**config.mk**
```make
export PLATFORM = sky130hd
export DESIGN_NAME = chime_player
export DESIGN_NICKNAME = d
export VERILOG_FILES = /design/src/rtl/chime_pkg.sv /design/src/rtl/chime_addr_ctr.sv /design/src/rtl/chime_seq_fsm.sv /design/src/rtl/chime_out_reg.sv /design/src/rtl/chime_player.sv
export SDC_FILE = /design/constraint.sdc
export NUM_CORES = 1
export LEC_CHECK = 0
export ABC_AREA = 1
export BUFFER_PORTS_ARGS = -buffer_cell sky130_fd_sc_hd__buf_2
export CORE_ASPECT_RATIO = 0.8
export CORE_UTILIZATION = 49
export DETAILED_ROUTE_END_ITERATION = 7
export PLACE_DENSITY = 0.79
export SYNTH_ARGS = -nofsm -noshare
export SYNTH_HDL_FRONTEND = slang
export SYNTH_SLANG_ARGS = --single-unit
```
**constraint.sdc**
```tcl
create_clock -name clk -period 1.5 [get_ports clk]
set_input_delay 0.375 -clock clk [delete_from_list [all_inputs] [get_ports clk]]
set_output_delay 0.375 -clock clk [all_outputs]
set_load 0.01 [all_outputs]
```
**src/rtl/chime_pkg.sv**
```systemverilog
package chime_pkg;
  typedef enum logic [1:0] {
    PS_IDLE   = 2'd0,
    PS_FETCH  = 2'd1,
    PS_STROBE = 2'd2
  } play_st_t;
endpackage

```
**src/rtl/chime_addr_ctr.sv**
```systemverilog
module chime_addr_ctr #(
  parameter int DEPTH = 4096,
  localparam int AW = $clog2(DEPTH)
) (
  input  logic          clk,
  input  logic          rst,
  input  logic          clr,
  input  logic          step,
  output logic [AW-1:0] addr,
  output logic          at_end
);
  localparam logic [AW-1:0] LAST = AW'(DEPTH - 1);

  always_ff @(posedge clk) begin
    if (rst || clr) begin
      addr <= '0;
    end else if (step) begin
      addr <= addr + AW'(1);
    end
  end

  assign at_end = (addr == LAST);
endmodule

```
**src/rtl/chime_seq_fsm.sv**
```systemverilog
module chime_seq_fsm
  import chime_pkg::*;
(
  input  logic     clk,
  input  logic     rst,
  input  logic     trig,
  input  logic     at_end,
  output play_st_t nxt_st,
  output logic     clr,
  output logic     step
);
  play_st_t cur_st;

  always_comb begin
    nxt_st = cur_st;
    case (cur_st)
      PS_IDLE:   nxt_st = trig ? PS_FETCH : PS_IDLE;
      PS_FETCH:  nxt_st = PS_STROBE;
      PS_STROBE: nxt_st = at_end ? PS_IDLE : PS_FETCH;
      default:   nxt_st = PS_IDLE;
    endcase
  end

  always_ff @(posedge clk) begin
    if (rst) begin
      cur_st <= PS_IDLE;
    end else begin
      cur_st <= nxt_st;
    end
  end

  assign clr  = (nxt_st == PS_IDLE);
  assign step = (cur_st == PS_STROBE) && (nxt_st == PS_FETCH);
endmodule

```
**src/rtl/chime_out_reg.sv**
```systemverilog
module chime_out_reg
  import chime_pkg::*;
(
  input  logic     clk,
  input  logic     rst,
  input  play_st_t nxt_st,
  output logic     rd_en,
  output logic     ld_stb
);
  always_ff @(posedge clk) begin
    if (rst) begin
      rd_en  <= 1'b0;
      ld_stb <= 1'b0;
    end else begin
      rd_en  <= (nxt_st == PS_FETCH);
      ld_stb <= (nxt_st == PS_STROBE);
    end
  end
endmodule

```
**src/rtl/chime_player.sv**
```systemverilog
module chime_player
  import chime_pkg::*;
#(
  parameter int DEPTH = 4096,
  localparam int AW = $clog2(DEPTH)
) (
  input  logic          clk,
  input  logic          rst,
  input  logic          shake,
  output logic [AW-1:0] rom_addr,
  output logic          rom_en,
  output logic          dac_load
);
  play_st_t nxt_st;
  logic     ctr_clr;
  logic     ctr_step;
  logic     ctr_end;

  chime_seq_fsm u_fsm (
    .clk    (clk),
    .rst    (rst),
    .trig   (shake),
    .at_end (ctr_end),
    .nxt_st (nxt_st),
    .clr    (ctr_clr),
    .step   (ctr_step)
  );

  chime_addr_ctr #(.DEPTH(DEPTH)) u_ctr (
    .clk    (clk),
    .rst    (rst),
    .clr    (ctr_clr),
    .step   (ctr_step),
    .addr   (rom_addr),
    .at_end (ctr_end)
  );

  chime_out_reg u_out (
    .clk    (clk),
    .rst    (rst),
    .nxt_st (nxt_st),
    .rd_en  (rom_en),
    .ld_stb (dac_load)
  );
endmodule

```
==> results_tabular.tex, run 1 <==
\begin{tabular}{lr}
\hline
Metric & Value \\
\hline
\multicolumn{2}{l}{\textbf{Yosys}} \\
Number of instances in the synthesized netlist & 153 \\
Area of the mapped netlist & 980.9 um\^{}2 \\
Average size of a mapped cell & 6.411 um\^{}2 \\
Area fraction of the dominant cell type after synthesis & 32.65\% \\
Synth Flop Type & sky130\_fd\_sc\_hd\_\_dfxtp\_1 \\
Proportion of synthesized flip-flops having asynchronous set or reset & 0\% \\
Count of unique library cells instantiated by Yosys & 21 \\
Number of warnings issued by yosys & 0 \\
Number of enable flip-flop cells after synthesis & 0 \\
Cell type contributing the most total cell area after synthesis & sky130\_fd\_sc\_hd\_\_dfxtp\_1 \\
Flip-flop and latch count after synthesis & 16 \\
Share of the yosys chip area belonging to registers & approximately a third \\
Synth Net Count & 157 \\
Biggest area contributors in the synthesized netlist & sky130\_fd\_sc\_hd\_\_dfxtp\_1 33\%, sky130\_fd\_sc\_hd\_\_nand2\_1 24\%, sky130\_fd\_sc\_hd\_\_inv\_1 9.2\%, sky130\_fd\_sc\_hd\_\_nand2\_2 3.8\%, sky130\_fd\_sc\_hd\_\_nand2\_4 3.4\% \\
\multicolumn{2}{l}{\textbf{Min path}} \\
Hold/Removal Path Class & in2reg \\
Startpoint of the tightest hold check path & rst \\
\multicolumn{2}{l}{\textbf{Setup path}} \\
Required time of the worst setup path & 1740 ps \\
Crit path launch type & register \\
Destination of the worst register-to-register timing path & u\_ctr.addr[2]\$\_SDFFE\_PP0P\_ \\
Flop-to-flop setup slack & just over 100 ps \\
Worst setup path startpoint & u\_ctr.addr[0]\$\_SDFFE\_PP0P\_ \\
Reg-to-reg startpoint & u\_ctr.addr[0]\$\_SDFFE\_PP0P\_ \\
Maximum fanout encountered on the critical timing path & 11 \\
Type of the worst setup path & reg2reg \\
Length in cells of the worst reg-to-reg path & 10 \\
Termination of the worst setup path & u\_ctr.addr[2]\$\_SDFFE\_PP0P\_ \\
Critical path endpoint category & register \\
Arrival time worst endpoint & $\sim$1600 ps \\
\multicolumn{2}{l}{\textbf{Cells and area}} \\
Leading cell type in the layout, fill and taps excluded & sky130\_fd\_sc\_hd\_\_nand2\_1 \\
Layout cell share with drive strength beyond 1 & 30.39\% \\
Final non-filler cell area & 0.001212 mm\^{}2 \\
Leading cell types in the layout, fill and taps excluded & 64 x sky130\_fd\_sc\_hd\_\_nand2\_1, 24 x sky130\_fd\_sc\_hd\_\_inv\_1, 16 x sky130\_fd\_sc\_hd\_\_buf\_2, 12 x sky130\_fd\_sc\_hd\_\_dfxtp\_1, 9 x sky130\_fd\_sc\_hd\_\_buf\_4 \\
Syn-to-layout area delta & 23.60\% \\
Nets & 186 \\
\# diodes & 0 \\
\multicolumn{2}{l}{\textbf{Status}} \\
Result of the run & complete, no violations \\
\multicolumn{2}{l}{\textbf{Route}} \\
Drt pass-1 iters & 4 \\
DRT iter0 DRCs & 25 \\
Drt total wl & 2.283 mm \\
Detail-routed net length per standard cell & about 11 um \\
Drt drc & 0 \\
Routed Antenna Nets & 0 \\
Via density per instance & 4.746 \\
Detailed-route via count & 973 \\
\multicolumn{2}{l}{\textbf{Global routing}} \\
Global routing usage summed across all routing layers & 22.12\% \\
Number of antenna violations at the first check in global routing & 0 \\
Number of global-route vias before repair & 877 \\
Remaining Overflow, GRT & 0 \\
First-pass GRT wire length & around 3.6 mm \\
Maximum number of pins on one net before global-route repair & 12 \\
\multicolumn{2}{l}{\textbf{Clocking}} \\
Worst-skew pair later-pin latency & 280 ps \\
Sink Count & 16 \\
CTS root buffer & sky130\_fd\_sc\_hd\_\_clkbuf\_4 \\
Clock buffers created by TritonCTS & 3 \\
Clock transition at the register clock pins on the worst setup and hold paths after CTS & 100 ps \\
Maximum count of clock buffers along a single path & 2 \\
CTS tree & done \\
Setup bufs post-CTS & 0 \\
CTS HTree Levels & 1 \\
\multicolumn{2}{l}{\textbf{Floorplan}} \\
Die Y & 42.02 um \\
Core Region & 0.001874 mm\^{}2 \\
Die Outline Area & approximately 0.0022 mm\^{}2 \\
Initial cell density of the core & 52.34\% \\
Floorplan die width & between 50 and 60 um \\
Row Count & 14 \\
I/O Pins & 17 \\
\multicolumn{2}{l}{\textbf{Placement}} \\
Half-perimeter wire length after detailed placement & around 1.7 mm \\
IO Port Bufs & 16 \\
Cell area after placement & 0.001151 mm\^{}2 \\
Final Wtd Congestion & 0.8304 \\
\multicolumn{2}{l}{\textbf{STA}} \\
Fmax & 0.7152 GHz \\
Final setup violation count & 0 \\
Worst-margin pin slew & 280.9 ps \\
Setup skew after layout & 2.876 ps \\
Fraction of the cycle the final worst path needs & between 90 and 100\% \\
Setup\_tns & 0 ps \\
Hold Vio Cnt, Final & 0 \\
Fin Hold WS & 282.5 ps \\
Minimum clock period & 1398 ps \\
Max-slew violation total from the final report & 0 \\
Worst slew margin relative to its limit & 81.13\% \\
Unrepaired setup endpoints after global routing & false \\
\multicolumn{2}{l}{\textbf{Power}} \\
Power density over cell area & 660.1 mW/mm\^{}2 \\
Max VDD drop & 482.8 uV \\
Leakage power summed over all cells & roughly 0.67 nW \\
\multicolumn{2}{l}{\textbf{Flow run}} \\
Max-capacitance violation count & 0 \\
\hline
\end{tabular}
routing by layer:
layer / part of all wire, % / GRT usage [%] / vias to the layer above
met5: 0 / 0 / -
met3: 3.4 / 3.623 / 2
met1: 48 / 29.64 / 441
met4: 0.57 / 8.649 / 0
li1: - / - / 510
met2: 48 / 35.13 / 20
repair_timing:
action                                  CTS  global route
gates resized for setup                   0             7
endpoints found under the setup margin    0            11
hold buffers                              0             0
hold endpoints to repair                  0             0
power breakdown:
part           internal (W)  leakage (nW)  switching, W
Combinational     0.0000246         0.517     0.0000485
Clock              0.000148        0.0210      0.000142
Sequential         0.000433         0.132    0.00000471
Yosys cell counts, types with 2 or more instances:
library cell / count
sky130_fd_sc_hd__nor3_1: 3
sky130_fd_sc_hd__nor2_2: 2
sky130_fd_sc_hd__nand4_1: 3
sky130_fd_sc_hd__inv_2: 4
sky130_fd_sc_hd__nand2_4: 3
sky130_fd_sc_hd__nand3_1: 6
sky130_fd_sc_hd__xnor2_1: 2
sky130_fd_sc_hd__inv_1: 24
sky130_fd_sc_hd__dfxtp_1: 16
sky130_fd_sc_hd__nor2_1: 7
sky130_fd_sc_hd__nand3b_1: 3
sky130_fd_sc_hd__nor2_4: 3
sky130_fd_sc_hd__nand2_2: 6
sky130_fd_sc_hd__nand2_1: 64
flip-flops by register name, summed over array words and instances, names as in the netlist:
register,count
u_fsm.cur_st,2
u_out.ld_stb,1
u_out.rd_en,1
u_ctr.addr,12
area by class of cell:
cell class	count	area, um^2
fill	175	661.9
sequential	16	325.3
tap	24	30.03
inverter	28	105.1
multi-input combinational	107	556.8
timing repair buffer	26	158.9
clock buffer	4	36.28
through the flow:
stage                     setup WS [ps]  power (W)  cells  util (%)
after detailed placement          48.92  0.0005152    201     61.42
final                             101.8  0.0008004    205     64.69
after global routing              6.813  0.0008343    205     64.69
after global placement            88.27  0.0005126    201     61.42
after floorplan                   31.38  0.0004999    153         -
after CTS                         24.80  0.0007972    205     63.35
worst max-delay path, stage by stage, from the launching register on:
cell                      delay, ps
sky130_fd_sc_hd__dfxtp_2        380
sky130_fd_sc_hd__ha_4           170
sky130_fd_sc_hd__inv_2           50
sky130_fd_sc_hd__nor2_4         120
sky130_fd_sc_hd__nand3_4         90
sky130_fd_sc_hd__nand2_4         90
sky130_fd_sc_hd__buf_6          150
sky130_fd_sc_hd__nand2_1         70
sky130_fd_sc_hd__o21ai_0        100
sky130_fd_sc_hd__nand2_1         70
sky130_fd_sc_hd__inv_1           50
cell families after synthesis:
kind of cell / share of synthesized area [%]
AO/OA/AOI/OAI: 1.019
XOR/XNOR: 2.679
AND/OR/NAND/NOR: 49.75
buffers and inverters: 12.63
flip-flops: 32.65
adder cells (fa/ha/maj): 1.275
worst min-delay path by stage:
stage	to	slack [ps]	cells past startpoint
6_report	u_out.ld_stb$_SDFF_PP0_	280	2
5_1_grt	u_out.ld_stb$_SDFF_PP0_	270	2
4_1_cts	u_out.ld_stb$_SDFF_PP0_	270	2
3_5_place_dp	u_out.ld_stb$_SDFF_PP0_	450	1
3_3_place_gp	u_out.ld_stb$_SDFF_PP0_	430	1
2_1_floorplan	u_out.ld_stb$_SDFF_PP0_	420	1
Note: power is estimated with default switching activity, not from simulation.
==> run 2: changes to the inputs <==
Settings changed: CORE_UTILIZATION 49 to 46, PLACE_DENSITY 0.79 to 0.77, SYNTH_HIERARCHICAL set to 1.
==> run 2 against run 1 <==
Compared with the run above:
- total power up 4.5%
- cell count down 16%
- count of clock-buffer cells in the layout unchanged
- largest cell class unchanged
- the flow now finishes with violations (negative setup slack)
- first-iteration DRC count up 68%
- flip-flop and latch count unchanged
- clock power about the same
- largest power group unchanged
==> results_tabular.tex, run 2 <==
\begin{tabular}{lr}
\hline
Metric & Value \\
\hline
\multicolumn{2}{l}{\textbf{Clocking}} \\
Clock buffers created by TritonCTS & 3 (unchanged) \\
CTS Hold Bufs & 0 (unchanged) \\
Sink Count & 16 (unchanged) \\
Clock transition at the register clock pins on the worst setup and hold paths after CTS & 100 ps (about the same) \\
Maximum count of clock buffers along a single path & 2 (unchanged) \\
CTS HTree Levels & 1 (unchanged) \\
CTS root buffer & sky130\_fd\_sc\_hd\_\_clkbuf\_4 \\
CTS tree & done \\
Worst-skew pair later-pin latency & 290 ps (about the same) \\
\multicolumn{2}{l}{\textbf{Global routing}} \\
Met1 GRT Util & 32.10\% (+2.5 points) \\
Met3 Use GR & 11.32\% (+7.7 points) \\
Maximum number of pins on one net before global-route repair & 10 (-2) \\
GRT met2 Usage & 46.23\% (+11 points) \\
Remaining Overflow, GRT & 0 (unchanged) \\
Global routing usage summed across all routing layers & 28.80\% (+6.7 points) \\
Most Crowded Layer GR & met2 \\
First-pass GRT wire length & 3.484 mm (-2.9\%) \\
Number of global-route vias before repair & 817 (-6.8\%) \\
Number of antenna violations at the first check in global routing & 0 (unchanged) \\
\multicolumn{2}{l}{\textbf{Setup path}} \\
Crit path buf inv count & 2 (-1) \\
Slowest-stage cell, CP & sky130\_fd\_sc\_hd\_\_dfxtp\_4 \\
Levels on crit path & 11 (+1) \\
Largest stage delay, worst path & 360 ps (-20 ps) \\
Destination of the worst register-to-register timing path & u\_ctr/addr[4]\$\_SDFFE\_PP0P\_ \\
Required time of the worst setup path & 1680 ps (-60 ps) \\
Maximum fanout encountered on the critical timing path & 6 (-5) \\
Length in cells of the worst reg-to-reg path & 11 (+1) \\
Worst setup path startpoint & u\_ctr/addr[7]\$\_SDFFE\_PP0P\_ \\
Most prevalent standard cell on the critical path & sky130\_fd\_sc\_hd\_\_nor2\_4 \\
Crit path launch type & register \\
Flop-to-flop setup slack & -180 ps (-280 ps) \\
Critical path endpoint category & register \\
Termination of the worst setup path & u\_ctr/addr[4]\$\_SDFFE\_PP0P\_ \\
Dominant delay contributor by cell family on the critical path & simple AND/OR/NAND/NOR gates \\
Cell Chain, Critical Path & nand2\_2 > inv\_2 > nand3\_4 > nor4\_4 > nand3b\_4 > buf\_6 > nand2\_4 > nor2\_4 > nor2\_4 > o21ai\_1 > a21oi\_1 \\
Reg-to-reg startpoint & u\_ctr/addr[7]\$\_SDFFE\_PP0P\_ \\
Arrival time worst endpoint & 1860 ps (+220 ps) \\
Type of the worst setup path & reg2reg \\
\multicolumn{2}{l}{\textbf{Yosys}} \\
Number of instances in the synthesized netlist & 109 (-29\%) \\
Share of the yosys chip area belonging to registers & 42.17\% (+9.5 points) \\
Flip-flop and latch count after synthesis & 16 (unchanged) \\
Proportion of synthesized flip-flops having asynchronous set or reset & 0\% (unchanged) \\
Ranking of synthesized cells by instance count & 23 x sky130\_fd\_sc\_hd\_\_nand2\_1, 18 x sky130\_fd\_sc\_hd\_\_nor2\_1, 16 x sky130\_fd\_sc\_hd\_\_dfxtp\_1, 16 x sky130\_fd\_sc\_hd\_\_inv\_1, 10 x sky130\_fd\_sc\_hd\_\_nand3\_1 \\
Synth Flop Type & sky130\_fd\_sc\_hd\_\_dfxtp\_1 \\
Biggest area contributors in the synthesized netlist & sky130\_fd\_sc\_hd\_\_dfxtp\_1 42\%, sky130\_fd\_sc\_hd\_\_nand2\_1 11\%, sky130\_fd\_sc\_hd\_\_nor2\_1 8.9\%, sky130\_fd\_sc\_hd\_\_inv\_1 7.9\%, sky130\_fd\_sc\_hd\_\_nand3\_1 6.6\% \\
Number of warnings issued by yosys & 6 (+6) \\
Average size of a mapped cell & 6.968 um\^{}2 (+8.7\%) \\
Count of unique library cells instantiated by Yosys & 18 (-14\%) \\
Number of enable flip-flop cells after synthesis & 0 (unchanged) \\
Cell type contributing the most total cell area after synthesis & sky130\_fd\_sc\_hd\_\_dfxtp\_1 \\
Area fraction of the dominant cell type after synthesis & 42.17\% (+9.5 points) \\
Cell with the most instances after synthesis & sky130\_fd\_sc\_hd\_\_nand2\_1 \\
Synth Net Count & 113 (-28\%) \\
Area of the mapped netlist & 759.5 um\^{}2 (-23\%) \\
\multicolumn{2}{l}{\textbf{Cells and area}} \\
Leading cell types in the layout, fill and taps excluded & 20 x sky130\_fd\_sc\_hd\_\_buf\_4, 20 x sky130\_fd\_sc\_hd\_\_nand2\_1, 16 x sky130\_fd\_sc\_hd\_\_buf\_2, 16 x sky130\_fd\_sc\_hd\_\_nor2\_1, 14 x sky130\_fd\_sc\_hd\_\_inv\_1 \\
Syn-to-layout area delta & 62.60\% \\
Fill cells & 75 (-57\%) \\
Biggest register & u\_ctr/addr \\
Number of standard cells in the final layout excluding fillers & 173 (-16\%) \\
Nets & 157 (-16\%) \\
Layout cell share with drive strength beyond 1 & 48.68\% (+18 points) \\
Top Registers & u\_ctr/addr: 12 flops, u\_fsm/cur\_st: 2 flops \\
Number of flip-flops under the largest register name & 12 (unchanged) \\
\# diodes & 0 (unchanged) \\
\multicolumn{2}{l}{\textbf{STA}} \\
Setup slack of the critical path after layout & -182.6 ps (-284.4 ps) \\
Fraction of the cycle the final worst path needs & 112.2\% (+19 points) \\
Worst slew margin relative to its limit & 81.54\% (+0.40 points) \\
Worst-margin pin slew & 275.9 ps (-4.924 ps) \\
Fmax & 0.5943 GHz (-17\%) \\
Final setup violation count & 14 (+14) \\
Setup\_tns & -1411 ps (-1411 ps) \\
Max-slew violation total from the final report & 0 (unchanged) \\
Setup skew after layout & 7.130 ps (+4.254 ps) \\
Hold Vio Cnt, Final & 0 (unchanged) \\
Minimum clock period & 1683 ps (+284.4 ps) \\
Unrepaired setup endpoints after global routing & true \\
\multicolumn{2}{l}{\textbf{Route}} \\
Drt total wl & 2.486 mm (+8.9\%) \\
Routed Antenna Nets & 0 (unchanged) \\
Detail-routed net length per standard cell & 14.37 um (+29\%) \\
DRT iter0 DRCs & 42 (+68\%) \\
Drt pass-1 iters & 6 (+2) \\
Detailed-route via count & 930 (-4.4\%) \\
Drt drc & 0 (unchanged) \\
Via density per instance & 5.376 (+13\%) \\
\multicolumn{2}{l}{\textbf{Flow run}} \\
Max-capacitance violation count & 0 (unchanged) \\
\multicolumn{2}{l}{\textbf{Floorplan}} \\
Core Region & 0.001456 mm\^{}2 (-22\%) \\
Initial cell density of the core & 52.15\% (-0.19 points) \\
Die Y & 38.35 um (-8.7\%) \\
Die Outline Area & 0.001819 mm\^{}2 (-17\%) \\
Row Count & 12 (-2) \\
I/O Pins & 17 (unchanged) \\
Floorplan die width & 47.43 um (-8.8\%) \\
\multicolumn{2}{l}{\textbf{Placement}} \\
IO Port Bufs & 16 (unchanged) \\
Post-Place Cells & 163 (-19\%) \\
Half-perimeter wire length after detailed placement & 1.344 mm (-22\%) \\
Placement Setup Slack & -399.4 ps (-448.3 ps) \\
Final Wtd Congestion & 0.8126 (-2.1\%) \\
\multicolumn{2}{l}{\textbf{Power}} \\
Leakage power summed over all cells & 0.5724 nW (-14\%) \\
Max VDD drop & 563.3 uV (+17\%) \\
Power density over cell area & 677.2 mW/mm\^{}2 (+2.6\%) \\
\multicolumn{2}{l}{\textbf{Status}} \\
Violations in the final reports & negative setup slack \\
Result of the run & complete, but fails checks \\
\multicolumn{2}{l}{\textbf{Min path}} \\
Hold/Removal Path Class & in2reg \\
\hline
\end{tabular}
==> run 2: changes by cell type after synthesis, sizes merged, moves of 2 or more <==
cell	previous run	this run
nand3b	3	1
nand3	7	11
nand2	73	25
nor2	12	22
nor3	3	1
xnor2	2	0
o21ai	1	3
a21oi	1	8
inv	28	16
==> run 2: through the flow <==
step / cell area, um^2 / hold slack, ps / power (W) / utilization, %
6_report: 1235 / 385.1 / 0.0008363 / 84.79
5_1_grt: 1235 / 387.0 / 0.0008775 / 84.79
4_1_cts: 1140 / 345.4 / 0.0008283 / 78.26
3_5_place_dp: 1028 / 452.6 / 0.0005206 / 70.62
3_3_place_gp: 1028 / 442.0 / 0.0005171 / 70.62
2_1_floorplan: 794.5 / 444.1 / 0.0004934 / -
==> run 2: worst min path at each step <==
| stage | from | endpoint | slack [ps] | cells after the start |
|---|---|---|---|---|
| after detailed placement | u_ctr/addr[5]$_SDFFE_PP0P_ | u_ctr/addr[5]$_SDFFE_PP0P_ | 450 | 2 |
| after global placement | u_ctr/addr[5]$_SDFFE_PP0P_ | u_ctr/addr[5]$_SDFFE_PP0P_ | 440 | 2 |
| final | rst | u_out/ld_stb$_SDFF_PP0_ | 390 | 2 |
| after global routing | rst | u_out/rd_en$_SDFF_PP0_ | 390 | 2 |
| after CTS | rst | u_fsm/cur_st[0]$_SDFF_PP0_ | 350 | 2 |
| after floorplan | rst | u_fsm/cur_st[0]$_SDFF_PP0_ | 440 | 1 |
==> run 2: routing by layer <==
metal,part of all wire (%),vias up
met5,0,-
met4,4.9,0
met3,9.0,17
met2,45,64
met1,41,411
li1,-,438
==> run 2: cell type report <==
class                      instances  area, um^2  area share, %
tap                               21       26.28          2.128
clock buffer                       4       36.28          2.938
sequential                        16       334.1          27.05
timing repair buffer              38       252.7          20.47
inverter                          16       67.56          5.471
multi-input combinational         78       518.0          41.95
==> run 2: kinds of logic after synthesis <==
kind of cell    after synthesis  synth area share [%]
flops                        16                 42.17
compound gates               12                 8.237
buf+inv                      17                 8.897
fa+ha+maj                     1                 1.647
simple gates                 63                 39.04
==> run 2: worst reg2reg max path, cell delays in order, from the launching register on <==
cell and delay, ps:
sky130_fd_sc_hd__dfxtp_4 360, sky130_fd_sc_hd__nand2_2 40, sky130_fd_sc_hd__inv_2 90, sky130_fd_sc_hd__nand3_4 80
sky130_fd_sc_hd__nor4_4 220, sky130_fd_sc_hd__nand3b_4 200, sky130_fd_sc_hd__buf_6 110, sky130_fd_sc_hd__nand2_4 60
sky130_fd_sc_hd__nor2_4 150, sky130_fd_sc_hd__nor2_4 80, sky130_fd_sc_hd__o21ai_1 110, sky130_fd_sc_hd__a21oi_1 70
==> run 2: power breakdown <==
group | internal [W] | switching [W]
clock | 0.000148 | 0.000140
sequential | 0.000428 | 0.00000580
combinational | 0.0000443 | 0.0000696
total | 0.000621 | 0.000216
==> run 2: repair_timing <==
action                                 in CTS  in global routing
endpoints found under the hold margin       0                  0
setup endpoints to repair                  12                 14
pin swaps                                   6                 14
setup buffers                               1                  3
resized for setup                          14                 17
gates cloned                                2                  0
